<file path="src/rtl/adc_conv_seq.sv">
module adc_conv_seq #(
  parameter int HALF_DIV = 10,
  parameter int WAIT_CYC = 750,
  parameter int RES_W    = 12,
  parameter int SX_W     = 16
) (
  input  logic             clk,
  input  logic             rst_n,
  input  logic             start,
  input  logic [2:0]       chan,
  input  logic             range_sel,
  input  logic             bipolar,
  output logic             cs_n,
  output logic             sclk,
  output logic             mosi,
  input  logic             miso,
  output logic             busy,
  output logic             done,
  output logic [RES_W-1:0] result,
  output logic [SX_W-1:0]  result_sx
);
  localparam int DW = $clog2(HALF_DIV + 1);
  localparam int WW = $clog2(WAIT_CYC + 1);
  localparam int BW = $clog2(((RES_W > 8) ? RES_W : 8) + 1);

  typedef enum logic [1:0] {S_IDLE, S_WR, S_GAP, S_RD} st_t;

  st_t             st;
  logic [DW-1:0]   div;
  logic [WW-1:0]   wcnt;
  logic [BW-1:0]   nbit;
  logic [7:0]      sh;
  logic [RES_W-1:0] rx;
  logic            bip_q, res_bip;

  wire half_end = (div == DW'(HALF_DIV - 1));
  wire last_bit = (st == S_WR) ? (nbit == BW'(7)) : (nbit == BW'(RES_W - 1));

  assign mosi = sh[7];
  assign busy = (st != S_IDLE);
  assign result_sx = res_bip ? {{(SX_W-RES_W){result[RES_W-1]}}, result}
                             : {{(SX_W-RES_W){1'b0}}, result};

  always_ff @(posedge clk or negedge rst_n) begin
    if (!rst_n) begin
      st      <= S_IDLE;
      cs_n    <= 1'b1;
      sclk    <= 1'b0;
      sh      <= '0;
      div     <= '0;
      wcnt    <= '0;
      nbit    <= '0;
      rx      <= '0;
      result  <= '0;
      bip_q   <= 1'b0;
      res_bip <= 1'b0;
      done    <= 1'b0;
    end else begin
      done <= 1'b0;
      case (st)
        S_IDLE: if (start) begin
          st    <= S_WR;
          cs_n  <= 1'b0;
          sclk  <= 1'b0;
          sh    <= {1'b1, chan, range_sel, bipolar, 2'b00};
          bip_q <= bipolar;
          div   <= '0;
          nbit  <= '0;
        end
        S_GAP: begin
          if (wcnt == WW'(WAIT_CYC - 1)) begin
            st   <= S_RD;
            wcnt <= '0;
            div  <= '0;
          end else begin
            wcnt <= wcnt + 1'b1;
          end
        end
        default: begin
          if (!half_end) begin
            div <= div + 1'b1;
          end else begin
            div <= '0;
            if (!sclk) begin
              sclk <= 1'b1;
              if (st == S_RD) rx <= {rx[RES_W-2:0], miso};
            end else begin
              sclk <= 1'b0;
              if (st == S_WR) sh <= {sh[6:0], 1'b0};
              if (!last_bit) begin
                nbit <= nbit + 1'b1;
              end else begin
                nbit <= '0;
                if (st == S_WR) begin
                  st   <= S_GAP;
                  wcnt <= '0;
                end else begin
                  st      <= S_IDLE;
                  cs_n    <= 1'b1;
                  done    <= 1'b1;
                  result  <= rx;
                  res_bip <= bip_q;
                end
              end
            end
          end
        end
      endcase
    end
  end
endmodule


</file>
<file path="config.mk">
export PLATFORM = sky130hd
export DESIGN_NAME = adc_conv_seq
export DESIGN_NICKNAME = d
export VERILOG_FILES = /design/src/rtl/adc_conv_seq.sv
export SDC_FILE = /design/constraint.sdc
export NUM_CORES = 1
export LEC_CHECK = 0
export ABC_AREA = 1
export BUFFER_PORTS_ARGS = -buffer_cell sky130_fd_sc_hd__clkbuf_2
export CAP_MARGIN = 20
export CORE_ASPECT_RATIO = 0.6
export CORE_MARGIN = 2
export CORE_UTILIZATION = 40
export CTS_BUF_LIST = sky130_fd_sc_hd__clkbuf_8
export DETAILED_ROUTE_END_ITERATION = 10
export PLACE_DENSITY = 0.64
export SKIP_CTS_REPAIR_TIMING = 1
export SLEW_MARGIN = 20
export SYNTH_ARGS = -nofsm -noshare
export SYNTH_HDL_FRONTEND = slang
export SYNTH_SLANG_ARGS = --single-unit
</file>
<file path="constraint.sdc">
create_clock -name clk -period 1.8 [get_ports clk]
set_input_delay 0.27 -clock clk [delete_from_list [all_inputs] [get_ports clk]]
set_output_delay 0.27 -clock clk [all_outputs]
set_load 0.05 [all_outputs]
</file>
==> results_dict.tcl <==
set metrics [dict create \
    rsz0062_at_grt "yes" \
    clk_pin_slew_ps 110 \
    gr-usage-all-layers_pct 15.4 \
    power_mw 3.83 \
    holdPathEnd "rx[0]$_DFFE_PN0P_" \
    cap_viol_max_count 0 \
    reg2reg_depth 6 \
    period_needed_ps 1760 \
    crit_fanout 8 \
    ant_nets 0 \
    timing.rr.end "done$_DFF_PN0_" \
    arrival_ps 1960 \
    post_drt_via_cell_ratio 4.72 \
    cts.sinks 55 \
    ys_seq_elements 55 \
    dp_hpwl_um 4240 \
    synth_top_cell_area_share_pct 46.0 \
    ff2ff_setup_slack_ps 40 \
    port_buffers 41 \
    worst_slack_ps 36.9 \
    gp_congestion 0.861 \
    period_share_pct 98.0 \
    dp.cells 458 \
    max_freq_ghz 0.567 \
    cts_made_buffers 5 \
    netlist_area_um2 2940 \
    initial_core_util_pct 40.9 \
    tightest_slew_ps 517 \
    drt_first_iter_violations 124 \
    fin_cells 468 \
    syn_area_per_cell_um2 8.69 \
    totalWireLength_um 5810 \
    synth_cell_types 29 \
    power_density_nw_per_um2 1150 \
    worstSetupStartpointType "flop" \
    r2r-start "st[1]$_DFFE_PN0P_" \
    crit_path_end_kind "flop" \
    dieHeight_um 70.4 \
    netlist_top_cells_area "dfrtp_1, nand2_1, o21ai_2" \
    worst_clock_skew_ps 15.4 \
    leakage_nw 1.66 \
    status "finished clean" \
    ir_drop_mv 0.462 \
    grt_max_degree 39 \
    setup_viol 0 \
    post-route-drc-count 0 \
    fp.dieW_um 115 \
    layout.nets 395 \
    fin_util_pct 46.4 \
    drive_gt1_share_pct 25.5 \
    pre_cts_ws_ps 37.6 \
    final_max_slew_viol_count 0 \
    grt.overflow.total 0 \
    antenna_cells 0 \
    syn_to_final_growth_pct 13.3 \
    grt_first_pass_wirelength_um 9650 \
    ys_warn_count 0 \
    final.setup.tns_ps 0 \
    cts_root_buffer "clkbuf_8" \
    grt_pass1_vias 2026 \
    ys_seq_area_share_pct 46.9 \
    num_vias 2211 \
    syn_inst 338 \
    core_area_um2 7180 \
    syn_nets 357 \
    antenna_found_initial 0 \
    cts_tree "done" \
    synth_top_cell_by_area "dfrtp_1" \
    maxSlewHeadroom_pct 65.6 \
    firstDrtPassIters 4 \
    drt-wirelength-per-cell_um 12.4 \
    hold_depth 3 \
    die_area_um2 8070 \
    critPathKind "flop to flop" \
    num_rows 24 \
    clk_latency_ps 330 \
    holdCritPathClass "input pin to flop" \
    worst_ep_required_time_ps 2000 \
    clockBufferDepth 2 \
    hold_viol_final 0 \
    h-tree-depth 2 \
    num_io_pins 42 \
    worstHoldStart "miso" \
]
kinds of logic (layout without fill, tap and decap cells):
kind of cell / count (synthesis) / count (layout) / synth area share, %
AO/OA/AOI/OAI: 50 / 50 / 11.4
XOR/XNOR: 5 / 5 / 1.49
adder cells (fa/ha/maj): 10 / 10 / 4.26
buffers and inverters: 60 / 98 / 11.0
flip-flops: 55 / 55 / 46.9
multiplexers: 4 / 4 / 1.36
AND/OR/NAND/NOR: 154 / 155 / 23.6
placed cells by master (no fill, tap or decap), types with 2 or more instances in the layout:
cell and count:
nor2_4 2, buf_12 2, nor2_1 21, inv_6 2
dfrtp_1 54, o21ai_1 3, ha_1 9, nor3_1 3
clkbuf_8 5, o21ai_2 20, inv_2 2, nand2_2 2
mux2i_1 4, clkbuf_2 40, xnor2_1 2, o21ai_0 16
a21oi_1 8, nand3_1 17, buf_4 7, nand4_1 4
inv_1 36, xor2_1 3, nand2_1 97, nand3_4 3
nand4_4 2
metal layers:
| layer | routed length [µm] | track usage (%) |
|---|---|---|
| met1 | 3160 | 23.4 |
| met2 | 2390 | 21.4 |
| met3 | 206 | 3.91 |
| met4 | 57 | 4.88 |
| met5 | 0 | 0 |
power breakdown:
group          leakage, nW  total (mW)  internal (mW)  switching [mW]
clock               0.0452       0.733          0.285           0.449
combinational        0.884        1.42          0.494           0.926
sequential           0.732        1.68           1.47           0.206
total                 1.66        3.83           2.25            1.58
cell type report:
cell class	count	area [µm²]
fill	692	3850
inverter	39	149
timing repair buffer	51	310
multi-input combinational	224	1280
clock inverter	3	25.0
sequential	55	1380
clock buffer	5	68.8
tap	91	114
through the flow:
step	hold WS, ps	area (µm²)
after floorplan	-25.6	2940
after global placement	270	3180
after detailed placement	272	3180
after CTS	-101	3270
after global routing	224	3330
final	211	3330
critical path, stage by stage, from the launching register on:
cell	delay, ps
dfrtp_1	400
buf_4	150
ha_1	250
nor2_4	210
buf_4	190
inv_1	60
nor3_1	360
flip-flops by register name, indices dropped and copies added, names as in the netlist:
register,count
sh,6
nbit,4
cs_n,1
rx,12
res_bip,1
sclk,1
result,12
done,1
div,4
st,2
wcnt,10
bip_q,1
worst max-delay path by stage:
| stage | startpoint | endpoint | slack [ps] | cells after the start |
|---|---|---|---|---|
| floorplan | sclk$_DFFE_PN0P_ | sh[3]$_DFFE_PN0P_ | 140 | 8 |
| global placement | st[0]$_DFFE_PN0P_ | sh[4]$_DFFE_PN0P_ | 60 | 9 |
| detailed placement | st[0]$_DFFE_PN0P_ | sh[2]$_DFFE_PN0P_ | 40 | 9 |
| CTS | st[0]$_DFFE_PN0P_ | busy | -3 | 4 |
| global route | st[0]$_DFFE_PN0P_ | sh[5]$_DFFE_PN0P_ | -20 | 9 |
| finish | st[1]$_DFFE_PN0P_ | done$_DFF_PN0_ | 40 | 6 |
Yosys cell counts:
cell      count
mux2i_1       4
ha_1         10
nor3_1        3
a21oi_1       8
buf_4        15
nand3b_1      1
xnor2_1       2
dfrtp_1      54
inv_4         1
dfstp_2       1
o22ai_1       1
o211a_1       1
nand3_4       3
nand4_4       1
clkbuf_2      1
inv_1        36
nand3_1      17
o21ai_2      21
nand4_1       4
xor2_1        3
inv_2         2
o21ai_0      16
or2_2         1
nand2_2       3
buf_6         5
nor2_1       21
nand2_1      97
o21ai_1       3
nor2_2        3
Note: power is estimated with default switching activity, not from simulation.
